## config.mk

```make
export PLATFORM = sky130hd
export DESIGN_NAME = memside_coh_tracker
export DESIGN_NICKNAME = d
export VERILOG_FILES = /design/src/rtl/coh_mem_pkg.sv /design/src/rtl/coh_line_array.sv /design/src/rtl/coh_req_engine.sv /design/src/rtl/coh_rsp_pipe.sv /design/src/rtl/memside_coh_tracker.sv
export SDC_FILE = /design/constraint.sdc
export NUM_CORES = 1
export LEC_CHECK = 0
export ABC_AREA = 1
export BUFFER_PORTS_ARGS = -buffer_cell sky130_fd_sc_hd__buf_2
export CAP_MARGIN = 20
export CELL_PAD_IN_SITES_DETAIL_PLACEMENT = 1
export CELL_PAD_IN_SITES_GLOBAL_PLACEMENT = 2
export CORE_ASPECT_RATIO = 0.7
export CORE_MARGIN = 10
export CORE_UTILIZATION = 37
export CTS_BUF_LIST = sky130_fd_sc_hd__clkbuf_4 sky130_fd_sc_hd__clkbuf_8
export DETAILED_ROUTE_END_ITERATION = 8
export GPL_ROUTABILITY_DRIVEN = 0
export GPL_TIMING_DRIVEN = 0
export PLACE_DENSITY = 0.75
export SYNTH_ARGS = -nofsm -noshare
export SYNTH_HDL_FRONTEND = slang
export SYNTH_HIERARCHICAL = 1
export SYNTH_SLANG_ARGS = --single-unit
export TNS_END_PERCENT = 30
```

## constraint.sdc

```tcl
create_clock -name clk -period 2.6 [get_ports clk]
set_input_delay 0 -clock clk [delete_from_list [all_inputs] [get_ports clk]]
set_output_delay 0 -clock clk [all_outputs]
set_load 0.02 [all_outputs]
```

## src/rtl/coh_mem_pkg.sv

```systemverilog
package coh_mem_pkg;

    typedef enum logic [1:0] {
        LN_CLEAN  = 2'b00,
        LN_WAITWB = 2'b01,
        LN_OWNED  = 2'b10
    } line_st_e;

    typedef enum logic [1:0] {
        BUS_IDLE      = 2'b00,
        BUS_RD_SHARED = 2'b01,
        BUS_RD_EXCL   = 2'b10,
        BUS_RELEASE   = 2'b11
    } bus_op_e;

    typedef struct packed {
        line_st_e nxt;
        logic     wr;
        logic     send;
        logic     err;
    } req_act_t;

    function automatic req_act_t req_decide(input line_st_e cur, input bus_op_e op);
        req_act_t a;
        a.nxt  = cur;
        a.wr   = 1'b0;
        a.send = 1'b0;
        a.err  = 1'b0;
        if (op != BUS_IDLE) begin
            unique case (cur)
                LN_CLEAN: begin
                    if (op == BUS_RD_SHARED) begin
                        a.send = 1'b1;
                    end else if (op == BUS_RD_EXCL) begin
                        a.send = 1'b1;
                        a.wr   = 1'b1;
                        a.nxt  = LN_OWNED;
                    end
                end
                LN_OWNED: begin
                    if (op != BUS_RD_EXCL) begin
                        a.wr  = 1'b1;
                        a.nxt = LN_WAITWB;
                    end
                end
                default: a.err = 1'b1;
            endcase
        end
        return a;
    endfunction

endpackage

```

## src/rtl/coh_line_array.sv

```systemverilog
module coh_line_array
    import coh_mem_pkg::*;
#(
    parameter int NUM_LINES = 16,
    parameter int DATA_W    = 32,
    localparam int IDX_W    = $clog2(NUM_LINES)
) (
    input  logic                       clk,
    input  logic                       rst,
    input  logic [IDX_W-1:0]           rd_a_idx,
    output line_st_e                   rd_a_st,
    output logic [DATA_W-1:0]          rd_a_dat,
    input  logic [IDX_W-1:0]           rd_b_idx,
    output line_st_e                   rd_b_st,
    input  logic                       own_we,
    input  logic [IDX_W-1:0]           own_idx,
    input  logic [DATA_W-1:0]          own_dat,
    input  logic                       req_we,
    input  logic [IDX_W-1:0]           req_idx,
    input  line_st_e                   req_nxt,
    output logic [NUM_LINES-1:0][1:0]  st_all
);

    line_st_e          st_q  [NUM_LINES];
    logic [DATA_W-1:0] dat_q [NUM_LINES];

    for (genvar g = 0; g < NUM_LINES; g++) begin : g_line
        always_ff @(posedge clk) begin
            if (rst) begin
                st_q[g]  <= LN_CLEAN;
                dat_q[g] <= '0;
            end else begin
                if (own_we && own_idx == IDX_W'(g)) begin
                    st_q[g]  <= LN_CLEAN;
                    dat_q[g] <= own_dat;
                end
                if (req_we && req_idx == IDX_W'(g)) begin
                    st_q[g] <= req_nxt;
                end
            end
        end
        assign st_all[g] = st_q[g];
    end

    assign rd_a_st  = st_q[rd_a_idx];
    assign rd_a_dat = dat_q[rd_a_idx];
    assign rd_b_st  = st_q[rd_b_idx];

    AST_RESET_CLEAN: assert property (@(posedge clk) disable iff (rst)
        $past(rst) |-> (st_all == '0));

endmodule

```

## src/rtl/coh_req_engine.sv

```systemverilog
module coh_req_engine
    import coh_mem_pkg::*;
#(
    parameter int IDX_W  = 4,
    parameter int DATA_W = 32
) (
    input  logic              req_valid,
    input  bus_op_e           req_op,
    input  logic [IDX_W-1:0]  req_idx,
    input  line_st_e          req_st,
    input  logic [DATA_W-1:0] req_dat,
    input  logic              wb_valid,
    input  logic [IDX_W-1:0]  wb_idx,
    input  line_st_e          wb_st,
    input  logic [DATA_W-1:0] wb_dat,
    output logic              own_we,
    output logic              req_we,
    output line_st_e          req_nxt,
    output logic              send,
    output logic [DATA_W-1:0] send_dat,
    output logic              err
);

    logic      wb_ok, wb_bad, req_live, fwd_hit;
    line_st_e  eff_st;
    req_act_t  act;

    always_comb begin
        wb_ok    = wb_valid && (wb_st == LN_WAITWB);
        wb_bad   = wb_valid && !wb_ok;
        req_live = req_valid && (req_op != BUS_IDLE);
        fwd_hit  = wb_ok && req_live && (wb_idx == req_idx);
        eff_st   = fwd_hit ? LN_CLEAN : req_st;
        send_dat = fwd_hit ? wb_dat : req_dat;
        act      = req_decide(eff_st, req_live ? req_op : BUS_IDLE);
        own_we   = wb_ok;
        req_we   = act.wr;
        req_nxt  = act.nxt;
        send     = act.send;
        err      = act.err || wb_bad;
    end

endmodule

```

## src/rtl/coh_rsp_pipe.sv

```systemverilog
module coh_rsp_pipe #(
    parameter int LAT = 2,
    parameter int W   = 39
) (
    input  logic         clk,
    input  logic         rst,
    input  logic         in_v,
    input  logic [W-1:0] in_p,
    output logic         out_v,
    output logic [W-1:0] out_p
);

    logic [LAT-1:0] v_q;
    logic [W-1:0]   p_q [LAT];

    always_ff @(posedge clk) begin
        if (rst) begin
            v_q <= '0;
        end else begin
            v_q[0] <= in_v;
            for (int i = 1; i < LAT; i++) begin
                v_q[i] <= v_q[i-1];
            end
        end
    end

    always_ff @(posedge clk) begin
        p_q[0] <= in_p;
        for (int i = 1; i < LAT; i++) begin
            p_q[i] <= p_q[i-1];
        end
    end

    assign out_v = v_q[LAT-1];
    assign out_p = p_q[LAT-1];

    AST_PIPE_ENTRY: assert property (@(posedge clk) disable iff (rst)
        in_v |=> v_q[0]);

endmodule

```

## src/rtl/memside_coh_tracker.sv

```systemverilog
module memside_coh_tracker
    import coh_mem_pkg::*;
#(
    parameter int NUM_LINES = 16,
    parameter int DATA_W    = 32,
    parameter int ID_W      = 3,
    parameter int RSP_LAT   = 2,
    localparam int IDX_W    = $clog2(NUM_LINES),
    localparam int PAY_W    = ID_W + IDX_W + DATA_W
) (
    input  logic              clk,
    input  logic              rst,
    input  logic              req_valid,
    input  logic [1:0]        req_op,
    input  logic [IDX_W-1:0]  req_addr,
    input  logic [ID_W-1:0]   req_src,
    input  logic              wb_valid,
    input  logic [IDX_W-1:0]  wb_addr,
    input  logic [DATA_W-1:0] wb_data,
    output logic              rsp_valid,
    output logic [ID_W-1:0]   rsp_dst,
    output logic [IDX_W-1:0]  rsp_addr,
    output logic [DATA_W-1:0] rsp_data,
    output logic              proto_err
);

    line_st_e                  rd_a_st, rd_b_st, req_nxt;
    logic [DATA_W-1:0]         rd_a_dat, send_dat;
    logic                      own_we, req_we, send, err_c;
    logic [NUM_LINES-1:0][1:0] st_all;
    logic [PAY_W-1:0]          pay_out;

    coh_line_array #(.NUM_LINES(NUM_LINES), .DATA_W(DATA_W)) u_array (
        .clk      (clk),
        .rst      (rst),
        .rd_a_idx (req_addr),
        .rd_a_st  (rd_a_st),
        .rd_a_dat (rd_a_dat),
        .rd_b_idx (wb_addr),
        .rd_b_st  (rd_b_st),
        .own_we   (own_we),
        .own_idx  (wb_addr),
        .own_dat  (wb_data),
        .req_we   (req_we),
        .req_idx  (req_addr),
        .req_nxt  (req_nxt),
        .st_all   (st_all)
    );

    coh_req_engine #(.IDX_W(IDX_W), .DATA_W(DATA_W)) u_engine (
        .req_valid (req_valid),
        .req_op    (bus_op_e'(req_op)),
        .req_idx   (req_addr),
        .req_st    (rd_a_st),
        .req_dat   (rd_a_dat),
        .wb_valid  (wb_valid),
        .wb_idx    (wb_addr),
        .wb_st     (rd_b_st),
        .wb_dat    (wb_data),
        .own_we    (own_we),
        .req_we    (req_we),
        .req_nxt   (req_nxt),
        .send      (send),
        .send_dat  (send_dat),
        .err       (err_c)
    );

    coh_rsp_pipe #(.LAT(RSP_LAT), .W(PAY_W)) u_pipe (
        .clk   (clk),
        .rst   (rst),
        .in_v  (send),
        .in_p  ({req_src, req_addr, send_dat}),
        .out_v (rsp_valid),
        .out_p (pay_out)
    );

    assign {rsp_dst, rsp_addr, rsp_data} = pay_out;

    always_ff @(posedge clk) begin
        if (rst) proto_err <= 1'b0;
        else     proto_err <= err_c;
    end

    AST_EXCL_OWNS: assert property (@(posedge clk) disable iff (rst)
        (req_valid && req_op == BUS_RD_EXCL && st_all[req_addr] == LN_CLEAN)
        |=> (st_all[$past(req_addr)] == LN_OWNED));

    AST_OWNED_WAITS: assert property (@(posedge clk) disable iff (rst)
        (req_valid && (req_op == BUS_RD_SHARED || req_op == BUS_RELEASE)
         && st_all[req_addr] == LN_OWNED)
        |=> (st_all[$past(req_addr)] == LN_WAITWB) && !proto_err);

    AST_WB_CLEANS: assert property (@(posedge clk) disable iff (rst)
        (wb_valid && st_all[wb_addr] == LN_WAITWB
         && !(req_valid && req_op != BUS_IDLE && req_addr == wb_addr))
        |=> (st_all[$past(wb_addr)] == LN_CLEAN));

    AST_ERR_KEEPS: assert property (@(posedge clk) disable iff (rst)
        (req_valid && req_op != BUS_IDLE && st_all[req_addr] == LN_WAITWB
         && !(wb_valid && wb_addr == req_addr))
        |=> proto_err && (st_all[$past(req_addr)] == LN_WAITWB));

endmodule

```

=== After elaboration in Yosys (flattened, before gate mapping) ===
Memory sizes are Yosys's and may differ from the RTL's.
Cells that the tools add are included.

* Output and inout port bits: 41
* Memory bits (writable): 622
* Flip-flop bits (word level): 3
* Logic and storage cells: 295
* Bits of input ports: 49
* Memories kept: 3

{| class="wikitable"
|+ Memory list
! memory !! depth !! bits a word !! rd ports !! clocked after memory_dff !! wr ports !! RTL line !! source
|-
| u_array.dat_q || 16 || 32 || 1 || 0 || 16 || coh_line_array.sv:25 || <nowiki>logic [DATA_W-1:0] dat_q [NUM_LINES];</nowiki>
|-
| u_pipe.p_q || 2 || 39 || 2 || 0 || 2 || coh_rsp_pipe.sv:14 || <nowiki>logic [W-1:0] p_q [LAT];</nowiki>
|-
| u_array.st_q || 16 || 2 || 2 || 0 || 16 || coh_line_array.sv:24 || <nowiki>line_st_e st_q [NUM_LINES];</nowiki>
|}

* Bitwise gates (word level): 50
* Reduce and logical (&&, ||, !) cells: 46
* Multiplexer cells: 157
* Equality and inequality tests: 36

{| class="wikitable"
|+ Operator list
! cell !! number
|-
| 32-bit 2-to-1 mux || 17
|-
| 1-bit 2-to-1 mux || 101
|-
| 2-bit 2-to-1 mux || 34
|-
| 4-bit equality test (second input constant) || 16
|-
| 1-bit bitwise OR || 48
|-
| 1-bit logical AND || 37
|-
| 4-bit by 3-bit equality test with 1-bit output (second input constant) || 8
|-
| 4-bit by 2-bit equality test with 1-bit output (second input constant) || 4
|-
| 4-bit by 1-bit equality test with 1-bit output (second input constant) || 2
|-
| 4-bit logical NOT || 2
|-
| 3-bit 2-to-1 mux || 2
|-
| 3-bit case mux with 2 select lines || 1
|-
| 5-bit 2-to-1 mux || 1
|-
| 2-bit by 1-bit equality test with 1-bit output (second input constant) || 2
|-
| 2-bit equality test (second input constant) || 2
|-
| 4-bit equality test || 1
|-
| 4-bit 2-to-1 mux || 1
|-
| 2-bit nonzero test || 2
|-
| 3-bit OR reduction || 1
|-
| 2-bit logical NOT || 1
|-
| 2-bit != test (second input constant) || 1
|-
| 1-bit inverter || 2
|-
| 2-bit OR reduction || 1
|-
| 1-bit logical NOT || 1
|-
| 1-bit logical OR || 1
|}

=== Longest topological paths before layout ===
Gate-level depths: netlist of run 1.
An unclocked memory read counts as a cell.

* Depth after elaboration: 15
* Mapped depth: 22
* Depth with buffers taken out: 19

=== By module ===
The synthesis of run 1 kept the hierarchy.

{| class="wikitable"
|+ By module, submodules not included
! module !! area an instance (µm²) !! times used !! cells an instance !! seq. area each (µm²)
|-
| coh_line_array || 26431.6 || 1 || 3042 || 16335.7
|-
| coh_rsp_pipe || 1909.3 || 1 || 123 || 1601.5
|-
| coh_req_engine || 744.5 || 1 || 158 || 0.0
|-
| memside_coh_tracker || 30.0 || 1 || 3 || 20.0
|}

=== Worst setup path before layout of run 1 ===
OpenSTA, ideal clock, no wires.

* Path kind: in2reg
* Start point: in wb_addr[0]
* End point: mem u_array.dat_q[8][0], enable pin
* Data required time: 2211 ps
* Library setup time: 389 ps
* Path buffers: 2
* Path slack: 16 ps
* Stages: 14
* Data arrival time: 2194 ps
* Path through: clkbuf_1 > clkbuf_1 > nand2_1 > nand3_1 > nand3_1 > nand3_1 > nand2_1 > inv_2 > nand3_1 > inv_1 > inv_1 > nor3_4 > nand2_1 > nand2_1

{| class="wikitable"
|+ RTL lines
! item !! RTL line !! source
|-
| start: declaration || memside_coh_tracker.sv:18 || <nowiki>input logic [IDX_W-1:0] wb_addr,</nowiki>
|-
| end: declaration || coh_line_array.sv:25 ||
|}

==> flow_summary.json, run 1 <==
{
  "insertion_delay_ns": 0.76,
  "antenna_found_initial": 2,
  "outcome": "finished with violations",
  "cts.clk_slew.worst_paths_ns": 0.06,
  "slowest_stage": "edfxtp_1",
  "whs_ns": -0.4920,
  "cp.required_ns": 3.04,
  "cts_tree": "done",
  "wl_per_cell_um": 24.07,
  "finClkSkew_ns": 0.02852,
  "critical-path-max-stage-delay_ns": 0.48,
  "io_pins": 90,
  "setup_violations": 427,
  "finalCritPeriodShare": 1.091,
  "power.leakage_nw": 16.16,
  "drive_gt1_frac": 0.1553,
  "grt_use_total": 0.2500,
  "worstSetupPathType": "flop to flop",
  "min_path_type": "primary input to flop",
  "core.rowCount": 85,
  "grt_overflow_total": 0,
  "syn_area_sq_mm": 0.02912,
  "postRouteAntennaNets": 0,
  "maxSlewHeadroom": 0.2249,
  "die_h_um": 254.7,
  "drtIter0Drc": 2173,
  "cpMostUsedCell": "nand3_2",
  "cts_buffers": 103,
  "syn_inst": 3326,
  "total_power_mw": 23.00,
  "dr.pass1.iters": 5,
  "ys_top_cells_by_area": "edfxtp_1 56%, nand2_1 10%, nand3_1 8.3%",
  "start_kind": "flop",
  "area_delta_synth_final_pct": 21.80,
  "cts_buffer_depth": 3,
  "synth.avg_cell_area_sq_um": 8.754,
  "hold_viol_final": 27,
  "path_buf_inv": 5,
  "synth_top_area_share": 0.5611,
  "ctsRootBufferMaster": "clkbuf_8",
  "fin_util": 0.4580,
  "fin_ws_ns": -0.2354,
  "synth_warnings": 6,
  "max-cap-violations": 0,
  "drc_errors": 0,
  "p_per_area_mw_per_mm2": 648.7,
  "rsz0062_at_grt": "yes",
  "grt_pass1_wl_um": 166500,
  "crit_path_end_kind": "flop",
  "arrival_ns": 3.28,
  "min_period_ns": 2.835,
  "crit_chain": "inv_2, nand2_1, nand3_2, nand3_2, nand3_2, nand2_2, inv_2, nand3_4, nor2_4, nand3_4, buf_12, nand2_8, nand4_1, nand2_2, nand2_4, inv_4, buf_4, nand3_1, nand3_1",
  "synth_top_area_cell": "edfxtp_1",
  "ir_worst_vdd_v": 0.0003734,
  "die_width_um": 355.3,
  "cp_top_family": "simple AND/OR/NAND/NOR gates",
  "crit_fanout": 8,
  "drv_slew": 0,
  "post-dp-hpwl_um": 81070,
  "grt_max_degree": 27,
  "synth.distinct_cells": 24,
  "cts.sinks": 625,
  "max_slew.worst_pin.slew_ns": 1.163,
  "start_util": 0.3761,
  "place_ws_ns": -1.673,
  "first_global_vias": 25250,
  "finalNetCount": 3714,
  "die-area_sq_mm": 0.09049,
  "syn_nets": 3379,
  "port_buffers": 89,
  "clock.fmax_ghz": 0.3527,
  "core-area_sq_mm": 0.07742,
  "drt-total-wl_um": 115300,
  "violations": "negative hold slack, negative setup slack",
  "viasPerCell": 5.165,
  "cts.htree.levels": 3,
  "vias": 24730,
  "ys_seq_elements": 625,
  "ys_seq_area_frac": 0.6168
}
## placed cells by master (no fill, tap or decap), drive strengths merged
master        instances
a21oi                34
buf                 307
bufbuf                3
bufinv                1
clkbuf              267
clkinv               30
clkinvlp              1
dfxtp                81
diode                 3
dlygate4sd3          55
dlymetal6s4s          1
edfxtp              544
ha                    4
inv                 522
nand2               800
nand3               484
nand4                 7
nor2                595
nor3                  3
o21ai                 3
## registers in the layout, indices dropped and copies added (netlist names)
| signal | cells |
|---|---|
| u_pipe/v_q | 2 |
| proto_err | 1 |
| u_array/st_q | 32 |
| u_pipe/p_q | 78 |
| u_array/dat_q | 512 |
## cells by family after synthesis
family / synth area share
and+or+nand+nor: 0.2662
buffers and inverters: 0.1077
DFF: 0.6168
AOI/OAI and AO/OA: 0.007649
adders and majority gates: 0.001719
## cell usage after synthesis
cell type / number
a21oi_1: 24
a21oi_2: 10
buf_1: 26
buf_2: 64
buf_4: 39
buf_6: 2
clkbuf_1: 118
clkinv_1: 2
dfxtp_1: 81
edfxtp_1: 544
ha_1: 4
inv_1: 517
inv_2: 3
nand2_1: 799
nand2_2: 1
nand3_1: 483
nand3_2: 1
nand4_1: 7
nor2_1: 594
nor2_2: 1
nor3_1: 1
nor3_4: 2
o21ai_0: 2
o21ai_1: 1
## through the flow
stage	TNS, ns	cells	cell area [sq um]
floorplan	0	3326	29120
global placement	-1334.68	4459	30870
detailed placement	-884.91	4479	31300
CTS	-22.08	4754	34820
global route	-88.78	4787	35460
finish	-25.81	4789	35460
## where the power goes
group	total (mW)	switching [mW]	internal, mW
sequential	11.5	0.137	11.3
clock	8.81	4.18	4.63
combinational	2.71	1.88	0.831
## repair_timing
action	CTS	global route
endpoints found under the hold margin	366	28
hold buffers	54	2
endpoints found under the setup margin	1030	893
pin swaps	8	14
buffers inserted	32	26
resized for setup	132	108
gates cloned	3	1
## path summary, 6_finish.rpt
kind / start / end / slack, ns / cells past startpoint
worst max register to register: u_array/st_q[14][1] / u_array/st_q[4][1] / -0.24 / 19
worst max-delay path: u_array/st_q[14][1] / u_array/st_q[4][1] / -0.24 / 19
worst min register to register: u_pipe/p_q[0][15] / u_pipe/p_q[0][54] / 0.32 / 0
worst min-delay path: req_addr[2] / u_pipe/p_q[0][34] / -0.49 / 1
## layer usage
layer  part of all wire  GRT usage
met5                  0          0
met4              0.032    0.08515
met1               0.45     0.3526
met2               0.44     0.3837
met3              0.076    0.04586
## cell type report
type / instances / area (sq um)
Clock inverter: 32 / 166.4
Buffer: 249 / 1449
Clock buffer: 154 / 1857
Antenna cell: 3 / 7.507
Tap cell: 1044 / 1306
Fill cell: 9118 / 41960
Sequential cell: 625 / 17960
Inverter: 522 / 1964
Timing Repair Buffer: 230 / 2182
Multi-Input combinational cell: 1930 / 8572
Power figures use the tool's default switching activity.
==> run 2: changes to the inputs <==
--- a/config.mk
+++ b/config.mk
@@ -18,6 +18,7 @@
 export GPL_ROUTABILITY_DRIVEN = 0
 export GPL_TIMING_DRIVEN = 0
 export PLACE_DENSITY = 0.75
+export SETUP_SLACK_MARGIN = 0.15
 export SYNTH_ARGS = -nofsm -noshare
 export SYNTH_HDL_FRONTEND = slang
 export SYNTH_HIERARCHICAL = 1
==> run 2 against run 1 <==
Effect of this change:
- the flow still finishes with violations (negative hold slack, negative setup slack)
- global-route usage rose by 0.29 points
- wire length rose by 7.5%
- cell count rose by 0.94%
- sequential power barely moved
- clock-buffer cell count rose by 2
- clock power rose by 3.3%
- non-clock buffer count rose by 34
- core utilization rose by 2.2 points
- critical path depth fell by 6
- clock skew rose by 0.039 ns
- maximum frequency fell by 0.25%
==> flow_summary.json, run 2 (same netlist as run 1, synthesis figures left out) <==
{
  "grt_pass1_wl_um": 167100,
  "max_slew.worst_pin.slew_ns": 1.366,
  "seq_power_share": 0.487,
  "drtIter0Drc": 2862,
  "finalNetCount": 3752,
  "setup_violations": 779,
  "post-dp-hpwl_um": 79760,
  "place_area_sq_mm": 0.03124,
  "total_power_mw": 23.54,
  "min_period_ns": 2.843,
  "outcome": "finished with violations",
  "die-area_sq_mm": 0.09049,
  "maxSlewHeadroom": 0.08621,
  "start_kind": "flop",
  "drt-total-wl_um": 123900,
  "comb_power_share": 0.126,
  "hold_viol_final": 1,
  "insertion_delay_ns": 0.77,
  "drive_gt1_frac": 0.1942,
  "port_buffers": 89,
  "power.leakage_nw": 16.77,
  "place_ws_ns": -1.753,
  "die_h_um": 254.7,
  "p_sw_mw": 6.429,
  "regMostFlops": "u_array/dat_q",
  "die_width_um": 355.3,
  "ir_worst_vdd_v": 0.0003127,
  "largest_reg_flops": 512,
  "crit_path_end_kind": "flop",
  "vias": 25330,
  "whs_ns": -0.5268,
  "fillers": 9006,
  "min_path_type": "primary input to flop",
  "cts_buffer_depth": 3,
  "io_pins": 90,
  "internal_power_mw": 17.11,
  "place_inst": 4475,
  "area_delta_synth_final_pct": 27.73,
  "path_buf_inv": 5,
  "dr.pass1.iters": 6,
  "p_per_area_mw_per_mm2": 632.9,
  "grt_use_total": 0.2529,
  "wl_per_cell_um": 25.63,
  "viasPerCell": 5.241,
  "clock.fmax_ghz": 0.3518,
  "postRouteAntennaNets": 0,
  "critical-path-max-stage-delay_ns": 0.48,
  "finClkSkew_ns": 0.06718,
  "slowest_stage": "clkbuf_2",
  "crit_chain": "inv_1, nand2_1, nand3_1, nand3_1, nand3_2, nand2_2, nand3_4, buf_4, clkinvlp_4, buf_4, nand4_1, clkbuf_2, nor2_1",
  "crit_fanout": 10,
  "ctsRootBufferMaster": "clkbuf_8",
  "antenna_found_initial": 7,
  "grt_overflow_total": 0,
  "worstSetupPathType": "flop to flop",
  "violations": "negative hold slack, negative setup slack",
  "rsz0062_at_grt": "yes",
  "drv_slew": 0,
  "grt_max_degree": 27,
  "max-cap-violations": 0,
  "cp.required_ns": 3.18,
  "drc_errors": 0,
  "first_global_vias": 25420,
  "finalCritPeriodShare": 1.093,
  "start_util": 0.3761,
  "swShare": 0.2731,
  "cp_top_family": "simple AND/OR/NAND/NOR gates",
  "cts_tree": "done",
  "top_regs": "u_array/dat_q x512, u_pipe/p_q x78, u_array/st_q x32",
  "core-area_sq_mm": 0.07742,
  "final_cell_mix": "759 x nand2_1, 544 x edfxtp_1, 507 x inv_1, 507 x nor2_1, 437 x nand3_1",
  "stdcell_count": 4834,
  "arrival_ns": 3.42,
  "clkPwrFrac": 0.387,
  "final_area_sq_mm": 0.03719,
  "mostFrequentLayoutCell": "nand2_1",
  "cts_buffers": 105,
  "cts.clk_slew.worst_paths_ns": 0.08,
  "fin_ws_ns": -0.2425,
  "cts.htree.levels": 3,
  "core.rowCount": 85,
  "cts.sinks": 625
}
-- run 2: cell count changes in the layout (fill, tap and decap cells not counted), sizes merged, moves of 3 or more --
cell,change
clkinv,+9
bufbuf,-3
buf,+21
inv,-3
clkbuf,+22
dlygate4sd3,-4
-- run 2: power groups by stage --
stage	combinational [mW]	clock [mW]	sequential, mW
global placement	2.26	0	11.7
floorplan	1.34	0	11.6
finish	2.97	9.10	11.5
CTS	2.65	9.25	11.5
detailed placement	2.38	0	11.7
global route	3.15	9.70	11.5
-- run 2: path summary, 6_finish.rpt --
kind	cells after the start	slack [ns]	end	start
max	13	-0.24	u_array/dat_q[4][14]	u_array/st_q[4][0]
min reg2reg	0	0.32	u_pipe/p_q[0][72]	u_pipe/p_q[0][33]
min	2	-0.53	proto_err	rst
max reg2reg	13	-0.24	u_array/dat_q[4][14]	u_array/st_q[4][0]
-- run 2: layout make-up --
type | instances | area, sq um | area share
inverters | 522 | 1978 | 0.05319
multi-input cells | 1932 | 9244 | 0.2486
diodes | 1 | 2.502 | 0.00006729
clock inverters | 41 | 231.5 | 0.006224
flip-flops and latches | 625 | 17960 | 0.4829
clock buffers | 156 | 1897 | 0.05100
well taps | 1044 | 1306 | 0.03512
repair buffers | 265 | 2999 | 0.08064
plain buffers | 248 | 1574 | 0.04232
-- run 2: per-stage QoR --
stage                TNS, ns    util  hold WS [ns]
floorplan                  0       -       0.02772
global placement    -1398.70  0.3988        0.1018
detailed placement  -1159.31  0.4035        0.1046
CTS                  -0.8327  0.4566       -0.5778
global route         -112.67  0.4803       -0.5475
finish                -66.52  0.4803       -0.5268
-- run 2: layer usage --
metal  wire (um)  GRT usage  vias up  part of all wire
met4        3644    0.08015        0             0.029
met5           0          0        -                 0
li1            -          -    11190                 -
met1       54170     0.3480    12790              0.44
met3       11510    0.05469      215             0.093
met2       54590     0.3953     1146              0.44
-- run 2: what timing repair did --
| item | 4_1_cts | 5_1_grt |
|---|---|---|
| hold endpoints to repair | 366 | 14 |
| setup endpoints to repair | 1083 | 953 |
| setup buffers | 42 | 34 |
| cloned | 6 | 28 |
| hold buffers | 49 | 2 |
| pin swaps | 28 | 25 |
| gates resized for setup | 229 | 235 |
-- run 2: worst reg2reg max path: cells and delay by family, from the launching register on --
family                 cells  cell delay, ns
and+or+nand+nor            8            1.30
buffers and inverters      5            0.99
DFF                        1            0.37
==> run 3: changes to the inputs <==
--- a/config.mk
+++ b/config.mk
@@ -17,7 +17,7 @@
 export DETAILED_ROUTE_END_ITERATION = 8
 export GPL_ROUTABILITY_DRIVEN = 0
 export GPL_TIMING_DRIVEN = 0
-export PLACE_DENSITY = 0.75
+export PLACE_DENSITY_LB_ADDON = 0.1
 export SETUP_SLACK_MARGIN = 0.15
 export SYNTH_ARGS = -nofsm -noshare
 export SYNTH_HDL_FRONTEND = slang
==> run 3 against run 2 <==
Effect of this change:
- the run ends with negative setup slack left
- die area is the same
- sequential cell count is the same
- design area shrank 3.6%
- non-clock buffer count fell by 27
- wire length decreased by 4.5%
- via count is 1.7% lower
- sequential power hardly changed
- global-route usage up 0.31 points
- critical endpoint is now u_array/st_q[1][0]
==> flow_summary.json, run 3 (same netlist as run 1, synthesis figures left out) <==
{
  "drc_errors": 0,
  "finalNetCount": 3720,
  "ir_worst_vdd_v": 0.0003181,
  "insertion_delay_ns": 0.76,
  "viasPerCell": 5.194,
  "post-dp-hpwl_um": 80070,
  "grt_overflow_total": 0,
  "fillers": 9064,
  "critPathCapture": "u_array/st_q[1][0]",
  "reg2reg_depth": 18,
  "grt_max_degree": 26,
  "stdcell_count": 4795,
  "drt-total-wl_um": 118400,
  "crit_fanout": 10,
  "grt_pass1_wl_um": 169800,
  "startpoint": "req_addr[0]",
  "r2r_start": "u_array/st_q[6][1]",
  "min_period_ns": 2.743,
  "drive_gt1_frac": 0.1651,
  "core.rowCount": 85,
  "die_width_um": 355.3,
  "finClkSkew_ns": 0.03342,
  "grt_use_total": 0.2561,
  "cts.sinks": 625,
  "violations": "negative setup slack",
  "min_path_type": "primary input to flop",
  "rsz0062_at_grt": "yes",
  "vias": 24910,
  "mostFrequentLayoutCell": "nand2_1",
  "final_cell_mix": "760 x nand2_1, 576 x nor2_1, 544 x edfxtp_1, 503 x inv_1, 436 x nand3_1",
  "die_h_um": 254.7,
  "finalCritPeriodShare": 1.055,
  "start_kind": "primary input",
  "reg2reg_slack_ns": -0.13,
  "max_slew.worst_pin.slew_ns": 1.247,
  "clock.fmax_ghz": 0.3645,
  "core-area_sq_mm": 0.07742,
  "hold_viol_final": 0,
  "setup_violations": 115,
  "fin_ws_ns": -0.1435,
  "cts.htree.levels": 3,
  "drtIter0Drc": 2375,
  "start_util": 0.3761,
  "power.leakage_nw": 16.20,
  "maxSlewHeadroom": 0.1686,
  "rr_endpoint": "u_array/st_q[1][0]",
  "io_pins": 90,
  "cts_buffers": 102,
  "antenna_found_initial": 10,
  "top_regs": "u_array/dat_q x512, u_pipe/p_q x78, u_array/st_q x32",
  "cts_tree": "done",
  "whs_ns": 0.06470,
  "crit_path_end_kind": "flop",
  "max-cap-violations": 0,
  "postRouteAntennaNets": 0,
  "cp.required_ns": 3.06,
  "place_inst": 4477,
  "port_buffers": 89,
  "ctsRootBufferMaster": "clkbuf_8",
  "worstSetupPathType": "primary input to flop",
  "place_ws_ns": -1.690,
  "outcome": "finished with violations",
  "die-area_sq_mm": 0.09049,
  "regMostFlops": "u_array/dat_q",
  "area_delta_synth_final_pct": 23.13,
  "wl_per_cell_um": 24.69,
  "arrival_ns": 3.21,
  "cts_buffer_depth": 3,
  "p_per_area_mw_per_mm2": 646.2,
  "cts.clk_slew.worst_paths_ns": 0.07,
  "dr.pass1.iters": 5,
  "largest_reg_flops": 512,
  "first_global_vias": 25460,
  "drv_slew": 0
}
==> run 3: cell count changes in the layout (fill, tap and decap cells not counted), moves of 7 or more <==
cell           previous run  this run
clkbuf_16                28         4
nand2_2                  11        25
buf_4                    80        71
clkbuf_1                 83        90
nor2_1                  507       576
nor2_4                   39        10
dlygate4sd3_1            51        61
nor2_2                   49         9
clkbuf_2                 15         8
nand2_8                  13         4
buf_2                   136       145
nand2_4                  19        11
==> run 3: per-stage QoR <==
step	utilization	power, mW	setup TNS, ns	instance area, sq um
2_1_floorplan	-	12.99	0	29130
3_3_place_gp	0.3988	13.94	-1515.01	30880
3_5_place_dp	0.4042	14.08	-1159.98	31290
4_1_cts	0.4568	23.26	-1.482	35370
5_1_grt	0.4630	24.05	-23.97	35850
6_report	0.4630	23.16	-6.689	35850
==> run 3: worst min-delay path by stage <==
stage | start | end | slack [ns] | depth (start not counted)
6_report | wb_data[18] | u_pipe/p_q[0][18] | 0.06 | 4
5_1_grt | wb_data[24] | u_pipe/p_q[0][24] | 0.05 | 4
4_1_cts | wb_data[4] | u_pipe/p_q[0][4] | 0.0001 | 4
3_5_place_dp | req_src[2] | u_pipe/p_q[0][38] | 0.11 | 1
3_3_place_gp | req_src[1] | u_pipe/p_q[0][37] | 0.10 | 1
2_1_floorplan | req_addr[0] | u_pipe/p_q[0][32] | 0.03 | 0
==> run 3: cell type report <==
type                       instances  area, sq um  area share
sequential                       625        17960      0.5009
multi-input combinational       1930         8741      0.2438
timing repair buffer             238         2366     0.06600
inverter                         522         1967     0.05487
clock buffer                     148         1799     0.05019
buffer                           248         1465     0.04087
tap                             1044         1306     0.03644
clock inverter                    39        245.2    0.006841
antenna                            1        2.502  0.00006980
==> run 3: report_power, final <==
group	internal, mW	switching, mW
clock network	4.65	4.25
registers	11.3	0.123
logic	0.855	1.95
==> run 3: critical path, stage by stage <==
cell and delay [ns]:
buf_2 0.20, buf_2 0.36, buf_2 0.42, buf_2 0.43, nand2_1 0.11, nand3_1 0.10
nand3_1 0.12, nand3_1 0.18, nand2_1 0.20, o21ai_2 0.21, nand3_1 0.10, nand2_2 0.10
nand2_4 0.08, nor3_4 0.27, nand2_2 0.16, nand3_2 0.14
==> run 3: routing by layer <==
layer / track usage / share of wire / vias to the layer above
li1: - / - / 11110
met1: 0.3672 / 0.46 / 12650
met2: 0.3997 / 0.44 / 954
met3: 0.03967 / 0.074 / 187
met4: 0.06933 / 0.024 / 2
met5: 0 / 0.000068 / -
==> run 3: what timing repair did <==
item	in CTS	in global routing
hold buffers	61	0
pin swaps	25	19
endpoints found under the setup margin	1117	1056
endpoints found under the hold margin	367	0
setup buffers	55	8
gates cloned	4	3
resized for setup	191	109
